--- src/rtl/baudgen_pkg.sv ---
package baudgen_pkg;

  typedef enum logic [1:0] {
    SEL_MODE   = 2'd0,
    SEL_CLKDIV = 2'd1,
    SEL_OVSDIV = 2'd2,
    SEL_NONE   = 2'd3
  } regSel_e;

  // strobes and levels passed from control to the counter datapath
  typedef struct packed {
    logic restart;
    logic prescaleOn;
  } ctlCmd_t;

endpackage

--- src/rtl/baudgen_ctl.sv ---
module baudgen_ctl
  import baudgen_pkg::*;
#(
  parameter int DATA_W  = 32,
  parameter int DIV_W   = 16,
  parameter int OVS_W   = 8,
  parameter int MODE_W  = 8,
  parameter int DIV_RST = 'h28B,
  parameter int OVS_RST = 'hF,
  parameter int OVS_MIN = 4
) (
  input  logic              clk,
  input  logic              rstN,
  input  logic              wrEn,
  input  logic [1:0]        wrSel,
  input  logic [DATA_W-1:0] wrData,
  output logic [DIV_W-1:0]  clkDiv,
  output logic [OVS_W-1:0]  ovsDiv,
  output logic [MODE_W-1:0] modeReg,
  output ctlCmd_t           cmd
);

  regSel_e sel;
  logic    divAccept;
  logic    ovsAccept;
  logic    modeAccept;

  assign sel        = regSel_e'(wrSel);
  assign divAccept  = wrEn && (sel == SEL_CLKDIV) && (wrData != '0);
  assign ovsAccept  = wrEn && (sel == SEL_OVSDIV) && (wrData >= DATA_W'(OVS_MIN));
  assign modeAccept = wrEn && (sel == SEL_MODE);

  always_ff @(posedge clk) begin
    if (!rstN) begin
      clkDiv  <= DIV_W'(DIV_RST);
      ovsDiv  <= OVS_W'(OVS_RST);
      modeReg <= '0;
    end else begin
      if (divAccept)  clkDiv  <= wrData[DIV_W-1:0];
      if (ovsAccept)  ovsDiv  <= wrData[OVS_W-1:0];
      if (modeAccept) modeReg <= wrData[MODE_W-1:0];
    end
  end

  assign cmd.restart    = divAccept | ovsAccept | modeAccept;
  assign cmd.prescaleOn = modeReg[0];

  AST_DIV_ZERO_KEEP: assert property (@(posedge clk) disable iff (!rstN)
    (wrEn && wrSel == 2'd1 && wrData == '0) |=> $stable(clkDiv));

  AST_OVS_LOW_KEEP: assert property (@(posedge clk) disable iff (!rstN)
    (wrEn && wrSel == 2'd2 && wrData < DATA_W'(OVS_MIN)) |=> $stable(ovsDiv));

endmodule

--- src/rtl/baudgen_dp.sv ---
module baudgen_dp
  import baudgen_pkg::*;
#(
  parameter int DIV_W    = 16,
  parameter int OVS_W    = 8,
  parameter int PRESCALE = 8
) (
  input  logic             clk,
  input  logic             rstN,
  input  ctlCmd_t          cmd,
  input  logic [DIV_W-1:0] clkDiv,
  input  logic [OVS_W-1:0] ovsDiv,
  output logic             sampleTick,
  output logic             bitTick
);

  logic             preEn;
  logic [DIV_W-1:0] divCnt;
  logic [OVS_W-1:0] ovsCnt;
  logic             divLast;
  logic             ovsLast;

  generate
    if (PRESCALE > 1) begin : g_pre
      localparam int PRE_W = $clog2(PRESCALE);
      logic [PRE_W-1:0] preCnt;
      logic             preWrap;

      assign preWrap = (preCnt == PRE_W'(PRESCALE - 1));

      always_ff @(posedge clk) begin
        if (!rstN || cmd.restart) preCnt <= '0;
        else if (preWrap)         preCnt <= '0;
        else                      preCnt <= preCnt + 1'b1;
      end

      assign preEn = cmd.prescaleOn ? preWrap : 1'b1;
    end else begin : g_nopre
      assign preEn = 1'b1;
    end
  endgenerate

  // a stored divisor of zero compares against all ones: a full wrap
  assign divLast    = (divCnt == clkDiv - DIV_W'(1));
  assign sampleTick = preEn && divLast;
  assign ovsLast    = (ovsCnt == ovsDiv);
  assign bitTick    = sampleTick && ovsLast;

  always_ff @(posedge clk) begin
    if (!rstN || cmd.restart) divCnt <= '0;
    else if (preEn)           divCnt <= divLast ? '0 : divCnt + 1'b1;
  end

  always_ff @(posedge clk) begin
    if (!rstN || cmd.restart) ovsCnt <= '0;
    else if (sampleTick)      ovsCnt <= ovsLast ? '0 : ovsCnt + 1'b1;
  end

  AST_DIV_IN_RANGE: assert property (@(posedge clk) disable iff (!rstN)
    (clkDiv != '0) |-> (divCnt < clkDiv));

  AST_PRESCALE_GAP: assert property (@(posedge clk) disable iff (!rstN)
    (cmd.prescaleOn && sampleTick) |=> (!sampleTick || !cmd.prescaleOn));

  AST_OVS_IN_RANGE: assert property (@(posedge clk) disable iff (!rstN)
    ovsCnt <= ovsDiv);

  AST_RESTART_CLEARS: assert property (@(posedge clk) disable iff (!rstN)
    cmd.restart |=> (divCnt == '0 && ovsCnt == '0));

endmodule

--- src/rtl/baudgen_frame.sv ---
module baudgen_frame #(
  parameter int MODE_W = 8,
  parameter int OVS_W  = 8,
  parameter int BITS_W = 4,
  parameter int SAMP_W = BITS_W + OVS_W + 1
) (
  input  logic [MODE_W-1:0] modeReg,
  input  logic [OVS_W-1:0]  ovsDiv,
  output logic [BITS_W-1:0] charBits,
  output logic [SAMP_W-1:0] charSamples
);

  logic [BITS_W-1:0] dataBits;
  logic [BITS_W-1:0] parityBits;
  logic [BITS_W-1:0] stopBits;
  logic [OVS_W:0]    ovsSpan;

  always_comb begin
    unique case (modeReg[2:1])
      2'd3:    dataBits = BITS_W'(6);
      2'd2:    dataBits = BITS_W'(7);
      default: dataBits = BITS_W'(8);
    endcase
    parityBits = (modeReg[5:3] <= 3'd1) ? BITS_W'(1) : BITS_W'(0);
    stopBits   = (modeReg[7:6] == 2'd3) ? BITS_W'(1) : BITS_W'(2);
  end

  assign charBits    = BITS_W'(1) + dataBits + parityBits + stopBits;
  assign ovsSpan     = {1'b0, ovsDiv} + 1'b1;
  assign charSamples = SAMP_W'(charBits) * SAMP_W'(ovsSpan);

endmodule

--- src/rtl/baud_rate_gen.sv ---
module baud_rate_gen
  import baudgen_pkg::*;
#(
  parameter int DATA_W   = 32,
  parameter int DIV_W    = 16,
  parameter int OVS_W    = 8,
  parameter int MODE_W   = 8,
  parameter int PRESCALE = 8,
  parameter int DIV_RST  = 'h28B,
  parameter int OVS_RST  = 'hF,
  parameter int OVS_MIN  = 4,
  parameter int BITS_W   = 4,
  parameter int SAMP_W   = BITS_W + OVS_W + 1
) (
  input  logic              clk,
  input  logic              rstN,
  input  logic              wrEn,
  input  logic [1:0]        wrSel,
  input  logic [DATA_W-1:0] wrData,
  output logic              sampleTick,
  output logic              bitTick,
  output logic [BITS_W-1:0] charBits,
  output logic [SAMP_W-1:0] charSamples,
  output logic [DIV_W-1:0]  clkDivOut,
  output logic [OVS_W-1:0]  ovsDivOut
);

  ctlCmd_t           cmd;
  logic [DIV_W-1:0]  clkDiv;
  logic [OVS_W-1:0]  ovsDiv;
  logic [MODE_W-1:0] modeReg;

  baudgen_ctl #(
    .DATA_W(DATA_W), .DIV_W(DIV_W), .OVS_W(OVS_W), .MODE_W(MODE_W),
    .DIV_RST(DIV_RST), .OVS_RST(OVS_RST), .OVS_MIN(OVS_MIN)
  ) i_ctl (
    .clk(clk), .rstN(rstN), .wrEn(wrEn), .wrSel(wrSel), .wrData(wrData),
    .clkDiv(clkDiv), .ovsDiv(ovsDiv), .modeReg(modeReg), .cmd(cmd)
  );

  baudgen_dp #(
    .DIV_W(DIV_W), .OVS_W(OVS_W), .PRESCALE(PRESCALE)
  ) i_dp (
    .clk(clk), .rstN(rstN), .cmd(cmd), .clkDiv(clkDiv), .ovsDiv(ovsDiv),
    .sampleTick(sampleTick), .bitTick(bitTick)
  );

  baudgen_frame #(
    .MODE_W(MODE_W), .OVS_W(OVS_W), .BITS_W(BITS_W), .SAMP_W(SAMP_W)
  ) i_frame (
    .modeReg(modeReg), .ovsDiv(ovsDiv),
    .charBits(charBits), .charSamples(charSamples)
  );

  assign clkDivOut = clkDiv;
  assign ovsDivOut = ovsDiv;

  AST_CHAR_BITS_RANGE: assert property (@(posedge clk) disable iff (!rstN)
    (charBits >= BITS_W'(7)) && (charBits <= BITS_W'(12)));

endmodule

--- config.mk ---
export PLATFORM = sky130hd
export DESIGN_NAME = baud_rate_gen
export DESIGN_NICKNAME = d
export VERILOG_FILES = /design/src/rtl/baudgen_pkg.sv /design/src/rtl/baudgen_ctl.sv /design/src/rtl/baudgen_dp.sv /design/src/rtl/baudgen_frame.sv /design/src/rtl/baud_rate_gen.sv
export SDC_FILE = /design/constraint.sdc
export NUM_CORES = 1
export LEC_CHECK = 0
export BUFFER_PORTS_ARGS = -buffer_cell sky130_fd_sc_hd__buf_2
export CAP_MARGIN = 10
export CORE_ASPECT_RATIO = 1.5
export CORE_MARGIN = 4
export CORE_UTILIZATION = 57
export DETAILED_ROUTE_END_ITERATION = 8
export PLACE_DENSITY = 0.81
export RECOVER_POWER = 50
export SETUP_SLACK_MARGIN = 0.5
export SLEW_MARGIN = 25
export SYNTH_ARGS = -nofsm -noshare
export SYNTH_HDL_FRONTEND = slang
export SYNTH_SLANG_ARGS = --single-unit
--- constraint.sdc ---
create_clock -name clk -period 5.7 [get_ports clk]
set_input_delay 0.285 -clock clk [delete_from_list [all_inputs] [get_ports clk]]
set_output_delay 0.285 -clock clk [all_outputs]
set_load 0.05 [all_outputs]
Word-level counts from Yosys, hierarchy flattened
Index checks and enable logic that the tools add are counted.
- $add $sub $neg: 8
- multiply operators: 1
- $lt $le $gt $ge: 2
- equality and inequality tests: 8
- multiplexer cells: 6
- bitwise operators: 2
- reduce and logical (&&, ||, !) cells: 12
- operators by type and width (operator ; count):
    $ge A32 B3 Y1 const B ; 1
    $reduce_bool A32 Y1 ; 1
    $add A16 B1 Y16 const B ; 1
    $eq A16 B16 Y1 ; 1
    $mux W16 ; 1
    $sub A16 B1 Y16 const B ; 1
    $mul A4 B9 Y13 ; 1
    $add A8 B1 Y9 const B ; 1
    $add A4 B4 Y4 ; 2
    $add A8 B1 Y8 const B ; 1
    $eq A2 B2 Y1 const B ; 4
    $eq A8 B8 Y1 ; 1
    $mux W8 ; 1
    $pmux W4 S2 ; 1
    $logic_and A1 B1 Y1 ; 7
    $add A1 B4 Y4 const A ; 1
    $add A3 B1 Y3 const B ; 1
    $eq A3 B3 Y1 const B ; 1
    $le A3 B1 Y1 const B ; 1
    $eq A2 B1 Y1 const B ; 1
    $logic_not A2 Y1 ; 1
    $mux W1 ; 2
    $mux W2 ; 1
    $or A1 B1 Y1 ; 2
    3 further kinds ; 3
- bits in registers: 59
- input port bits: 37
- output and inout port bits: 43
- logic and storage cells: 45

Longest topological paths before layout
Gate-level depths: netlist (run 1).
- depth in word-level cells: 7
- mapped depth: 21
- mapped depth without buffers: 21

By module
Synthesis (run 1) repeated with hierarchy kept, for this count alone.
- cell total of the unflattened synthesis: 539
- area total of the unflattened synthesis: 4747.1 um^2
- modules (own cells, without submodules) (module ; instances ; cells an instance ; area each (um^2) ; seq. area each (um^2)):
    baudgen_dp ; 1 ; 235 ; 1973.1 ; 540.5
    baudgen_ctl ; 1 ; 144 ; 1488.9 ; 640.6
    baudgen_frame ; 1 ; 160 ; 1285.0 ; 0.0

Worst setup path before layout (run 1)
Ideal clock, no wire load.
- path kind: register -> output
- start: register i_ctl.modeReg[1]
- end: output charSamples[10]
- arrival: 5037 ps
- required time: 5415 ps
- slack: 378 ps
- stages on the path, launching flop included: 20
- buffers on the path: 0
- cell sequence: dfxtp_1 -> nand2b_1 -> ha_1 -> inv_1 -> ha_1 -> ha_1 -> nor2_1 -> xor2_1 -> inv_1 -> nand2_1 -> fa_1 -> fa_1 -> fa_1 -> nor2b_1 -> o21ai_0 -> a21boi_0 -> o21a_1 -> nor2_1 -> o21a_1 -> xnor2_1
- longest elaborated chain between the ends: 6
- ends and longest elaborated chain (element ; RTL line ; text):
    start, declared ; baudgen_ctl.sv:19 ; output logic [MODE_W-1:0] modeReg,
    start signal, assigned ; baudgen_ctl.sv:41 ; if (modeAccept) modeReg <= wrData[MODE_W-1:0];
    $eq A2 B2 Y1 ; baudgen_frame.sv:19 ; unique case (modeReg[2:1])
    $pmux W4 S2 (*) ; baudgen_frame.sv:19 ;
    $add A1 B4 Y4 (*) ; baudgen_frame.sv:28 ; assign charBits = BITS_W'(1) + dataBits + parityBits + stopBits;
    $add A4 B4 Y4 (*) (2 in a row) ; baudgen_frame.sv:28 ;
    via charBits[2] ; baud_rate_gen.sv:22 ; output logic [BITS_W-1:0] charBits,
    $mul A4 B9 Y13 (*) ; baudgen_frame.sv:30 ; assign charSamples = SAMP_W'(charBits) * SAMP_W'(ovsSpan);
    end, declared ; baud_rate_gen.sv:23 ; output logic [SAMP_W-1:0] charSamples,
Mark *: on every way through the listed nets, which the timed path passes. The rest lies on a longest branch.

Worst setup path in the final report (run 1)
- start: register i_ctl.modeReg[1]
- end: output charSamples[10]
- longest elaborated chain between the ends: 6
- ends and longest elaborated chain (element ; RTL line):
    $eq A2 B2 Y1 ; baudgen_frame.sv:19
    $pmux W4 S2 (*) ; baudgen_frame.sv:19
    $add A1 B4 Y4 (*) ; baudgen_frame.sv:28
    $add A4 B4 Y4 (*) (2 in a row) ; baudgen_frame.sv:28
    $mul A4 B9 Y13 (*) ; baudgen_frame.sv:30
Mark *: on every way between the ends. The rest lies on a longest branch, timed or not.

==> results of run 1 <==
sequential cells by signal, indices dropped and copies added, names as in the netlist:
register	flops
i_ctl.clkDiv	16
i_dp.divCnt	16
i_ctl.ovsDiv	8
i_dp.ovsCnt	8
i_ctl.modeReg	7
i_dp.g_pre.preCnt	3
area by class of cell:
type                       instances  area (µm²)
sequential                        58        1160
inverter                          35         131
fill                             590        2170
multi-input combinational        382        2990
clock inverter                     2        35.0
tap                              100         125
timing repair buffer              89         443
clock buffer                      13         169
logic make-up (layout without fill, tap and decap cells):
| family | after synthesis | after routing | share of synthesized area |
|---|---|---|---|
| other | 1 | 1 | 0.000883 |
| xor gates and xnor gates | 57 | 57 | 0.118 |
| adders and majority gates | 41 | 41 | 0.146 |
| DFF | 58 | 58 | 0.273 |
| muxes | 34 | 34 | 0.0804 |
| AOI/OAI and AO/OA | 47 | 47 | 0.0692 |
| and+or+nand+nor | 202 | 202 | 0.260 |
| buffers and inverters | 56 | 139 | 0.0533 |
power by group:
part	switching [µW]	leakage [µW]	internal, µW	total [µW]
sequential	16.8	0.000472	416	433
clock	154	0.000106	235	389
combinational	218	0.00154	112	331
total	389	0.00211	763	1150
synthesized netlist by cell type (2+ instances only):
master	number	area share
nand3b_1	2	0.0035
or4_1	4	0.0071
nand3_1	17	0.020
nand2_1	38	0.034
and2_1	14	0.021
or4b_2	2	0.0047
and3_1	11	0.016
nand2b_1	2	0.0029
xnor2_1	33	0.068
or3_1	5	0.0074
ha_1	27	0.080
a31oi_1	2	0.0029
dfxtp_1	58	0.27
a21oi_1	15	0.018
nor2b_1	29	0.043
mux2i_1	33	0.078
fa_1	14	0.066
nor4_1	8	0.012
xor2_1	24	0.049
a21o_1	4	0.0071
nand4_1	6	0.0088
o21ai_0	12	0.014
inv_1	34	0.030
nor3b_1	5	0.0088
nor3_2	2	0.0047
buf_1	2	0.0018
o21a_1	2	0.0035
nor2_1	42	0.037
clkbuf_1	13	0.011
buf_2	4	0.0047
o211ai_1	3	0.0053
a21boi_0	2	0.0035
nor3_1	8	0.0094
metal layers:
metal	track usage	up-vias	share of wire
li1	-	1827	-
met1	0.242	1808	0.39
met2	0.433	90	0.55
met3	0.0363	21	0.033
met4	0.0992	0	0.025
met5	0	-	0
per-stage QoR:
stage	total power [µW]	worst slack (ns)	instance area, µm²	util
final	1150	0.662	5060	0.700
after global routing	1200	0.435	5060	0.700
after CTS	1140	0.504	4980	0.689
after detailed placement	744	0.358	4720	0.654
after global placement	735	0.560	4720	0.654
after floorplan	672	0.537	4260	-
critical path, stage by stage, from the launching register on:
cell and delay (ns):
dfxtp_2 0.32, nand2b_4 0.13, ha_1 0.27, inv_1 0.04, ha_2 0.20, ha_4 0.16, nor2_4 0.09, xor2_2 0.18
inv_2 0.08, nand2_1 0.09, fa_1 0.45, fa_1 0.52, fa_1 0.48, nor2b_1 0.18, o21ai_2 0.10, a21boi_2 0.14
o21a_1 0.16, nor2_2 0.05, o21a_1 0.22, buf_4 0.15, xnor2_2 0.11, buf_2 0.28
path summary, 6_finish.rpt:
kind | start | to | cells past startpoint
setup / recovery | i_ctl.modeReg[1] | charSamples[10] | 21
hold / removal | wrData[9] | i_ctl.clkDiv[9] | 3
setup reg to reg | i_ctl.clkDiv[0] | i_dp.ovsCnt[2] | 9
hold reg to reg | i_dp.g_pre.preCnt[0] | i_dp.g_pre.preCnt[0] | 1
timing repair:
action	CTS	global route
endpoints found under the setup margin	4	4
pin swaps	3	16
buffers inserted	3	4
gates resized for setup	11	19
==> summary.txt, run 1 <==
Largest net degree at the start of global routing: 33
Netlist Area Pre-Place: 4250 µm²
Clock root buffer: clkbuf_8
Fin Hold WS: 0.197 ns
TritonCTS clock tree: yes
CTS Sinks: 58
Die X: 78.5 µm
Clock skew: 0.00774 ns
Residual DRC count: 0
Initial Util: 0.588
DR iter-0 viols: 146
Placed instance count: 657
Total wire length: 10.3 mm
Core Region: 7230 µm²
Setup crit end kind: output pin
Antenna diode count: 0
Placer congestion estimate: 0.902
Max Slew Vio Count: 0
Area grow syn2layout: 19.1%
Number of synthesized register bits: 58
Layout net count: 653
ANT nets after route: 0
Slew @ Worst Pin: 1.10 ns
Clock-pin slew on the worst setup and hold paths: 0.06 ns
Vias per std cell: 5.52
Total track usage: 0.227
Via Count: 3746
First-pass GRT wire length: 16.4 mm
TNS Setup: 0 ns
Post-synth ARST share: 0
CP Max Fanout: 6
# IOs: 80
Worst min-delay path class: in2reg
Routed wire length per instance: 15.2 µm
# port buffers: 78
Vias in the first global route: 3691
Worst skew pair latency: 0.34 ns
Synth warnings: 0
CTS Hold Bufs: 0
Final period utilization: 0.884
Initial antenna violation count: 0
Layout cell share with drive strength beyond 1: 0.187
GRT overflow: 0
Clock Path Buffers: 2
Cells after Synth: 496
Die Footprint: 8930 µm²
Crit Path Category: reg2out
Synth unique cells: 52
Peak supply drop: 0.000222 V
Maxcap violations: 0
Critical Path AT: 4.75 ns
Pwr per Cell Area: 228 nW/µm²
Syn avg cell area: 8.56 µm²
R2R Setup Slk: 2.39 ns
Die Ht: 114 µm
Worst Path Required: 5.41 ns
RSZ-0062 raised after global routing: no
Max Freq: 0.199 GHz
Final setup fails: 0
Number of enable flip-flop cells after synthesis: 0
Final Hold Fails: 0
Post-Syn Nets: 574
Crit start category: register
Synth Flop Type: dfxtp_1
LEAKAGE: 0.00211 µW
First-pass iteration count of the detailed router: 4
Max_slew headroom: 0.264
Fin crit period: 5.04 ns
Post-DP HPWL: 7.89 mm
Post-synthesis sequential area ratio: 0.273
Status: completed
Most frequent cells in the layout: dfxtp_1, buf_2, nor2_1, nand2_1, mux2i_1
Site Rows: 38
CTS Buf Count: 9
Fin cells: 679
Most common cell after layout, fill and taps aside: dfxtp_1
H-tree levels: 3
Power figures use the tool's default switching activity.
==> run 2: changes to the inputs <==
--- a/config.mk
+++ b/config.mk
@@ -7,11 +7,13 @@
 export LEC_CHECK = 0
 export BUFFER_PORTS_ARGS = -buffer_cell sky130_fd_sc_hd__buf_2
 export CAP_MARGIN = 10
+export CELL_PAD_IN_SITES_DETAIL_PLACEMENT = 0
+export CELL_PAD_IN_SITES_GLOBAL_PLACEMENT = 1
 export CORE_ASPECT_RATIO = 1.5
 export CORE_MARGIN = 4
-export CORE_UTILIZATION = 57
+export CORE_UTILIZATION = 42
 export DETAILED_ROUTE_END_ITERATION = 8
-export PLACE_DENSITY = 0.81
+export PLACE_DENSITY = 0.8
 export RECOVER_POWER = 50
 export SETUP_SLACK_MARGIN = 0.5
 export SLEW_MARGIN = 25
==> run 2 against run 1 <==
Against the previous run:
- critical path depth grew 1
- sequential cell count is the same
- clock power rose by 71%
- core utilization is 17 points lower
- non-clock buffer count shrank 2
==> summary.txt, run 2 (synthesis gave the netlist of run 1 again) <==
DR iter-0 viols: 93
Slowest stage delay, CP: 0.52 ns
GRT overflow: 0
Die X: 90.1 µm
Maxcap violations: 0
Vias in the first global route: 3723
CP max-delay cell: fa_1
Routed wire length per instance: 15.0 µm
Die Footprint: 11800 µm²
Pwr per Cell Area: 272 nW/µm²
Worst min-delay path class: in2reg
Max_slew headroom: 0.280
TNS Setup: 0 ns
Most frequent cells in the layout: dfxtp_1, buf_2, nor2_1, nand2_1
Initial Util: 0.433
Final Hold Fails: 0
Antenna diode count: 0
Clock-pin slew on the worst setup and hold paths: 0.05 ns
Worst skew pair latency: 0.33 ns
Final period utilization: 0.870
Area grow syn2layout: 22.9%
# port buffers: 78
Initial antenna violation count: 0
RSZ-0062 raised after global routing: no
Placer congestion estimate: 0.758
Peak supply drop: 0.000186 V
# IOs: 80
Fin crit period: 4.96 ns
Final setup fails: 0
Total wire length: 10.4 mm
Site Rows: 44
Critical Path AT: 4.67 ns
Worst Path Required: 5.41 ns
CTS Sinks: 58
Total track usage: 0.180
Largest regs: i_ctl.clkDiv x16, i_dp.divCnt x16
TritonCTS clock tree: yes
Largest net degree at the start of global routing: 33
Critical Path, Cell by Cell: nand2b_1, ha_1, inv_1, ha_1, ha_2, nor2_4, xor2_4, nor2b_2, fa_1, inv_1, fa_1, inv_1, ha_4, nor2b_1, o21ai_2, a21boi_2, o21a_1, nor2_2, o21a_1, nor3_2, a311o_1, buf_6
Crit start category: register
Layout cell share with drive strength beyond 1: 0.180
Layout net count: 651
First-pass GRT wire length: 17.6 mm
Core Util, Final: 0.533
ANT nets after route: 0
Setup crit end kind: output pin
Residual DRC count: 0
Clock root buffer: clkbuf_16
Core Region: 9800 µm²
Clock skew: 0.00716 ns
CTS Buf Count: 9
Post-DP HPWL: 8.25 mm
Vias per std cell: 5.25
Max Freq: 0.202 GHz
CP dominant cell by count: inv_1
H-tree levels: 3
Via Count: 3635
Slew @ Worst Pin: 1.08 ns
Most common cell after layout, fill and taps aside: dfxtp_1
Die Ht: 131 µm
Status: completed
First-pass iteration count of the detailed router: 5
Crit Path Category: reg2out
LEAKAGE: 0.00218 µW
Clock Path Buffers: 2
Max Slew Vio Count: 0
CP Max Fanout: 4
## run 2: power by group
part	total [µW]	internal [µW]	switching [µW]
Combinational	321	109	212
Clock	664	482	182
Sequential	434	417	16.8
## run 2: critical path, delay by kind of cell (launching register included)
family | cells | cell delay (ns)
flip-flops | 1 | 0.32
XOR/XNOR | 1 | 0.21
adder cells (fa/ha/maj) | 6 | 1.87
AO/OA/AOI/OAI | 5 | 0.96
AND/OR/NAND/NOR | 6 | 0.66
buffers and inverters | 4 | 0.31
## run 2: layout make-up
class                           instances  area (µm²)
Fill cell                             956        4580
Multi-Input combinational cell        382        2980
Sequential cell                        58        1160
Timing Repair Buffer                   87         429
Clock buffer                           11         243
Tap cell                              115         144
Inverter                               35         131
Clock inverter                          5         125
## run 2: per-stage QoR
stage	instance area, µm²	hold WS (ns)	power (µW)	instances	setup slack, ns
2_1_floorplan	4260	0.408	672	496	0.537
3_3_place_gp	4740	0.415	740	672	0.509
3_5_place_dp	4740	0.427	746	672	0.375
4_1_cts	5160	0.198	1420	691	0.492
5_1_grt	5220	0.239	1480	693	0.481
6_report	5220	0.208	1420	693	0.744
## run 2: worst paths after layout
| check | startpoint | end | slack, ns | cells past startpoint |
|---|---|---|---|---|
| worst min register to register | i_dp.g_pre.preCnt[0] | i_dp.g_pre.preCnt[0] | 0.43 | 1 |
| worst max-delay path | i_ctl.modeReg[1] | charSamples[12] | 0.74 | 22 |
| worst max register to register | i_ctl.clkDiv[0] | i_dp.ovsCnt[2] | 2.39 | 10 |
| worst min-delay path | wrData[9] | i_ctl.clkDiv[9] | 0.21 | 3 |
## run 2: repair_timing
item	4_1_cts	5_1_grt
gates cloned	0	0
gates resized for setup	14	15
hold buffers	0	0
hold endpoints to repair	0	0
setup buffers	3	2
setup endpoints to repair	4	4
pin swaps	3	16
## run 2: layer usage
metal	up-vias	GRT usage	routed length, µm
li1	1826	-	-
met1	1727	0.199	4150
met3	16	0.0349	305
met5	-	0	0
met4	0	0.0605	195
met2	66	0.340	5720
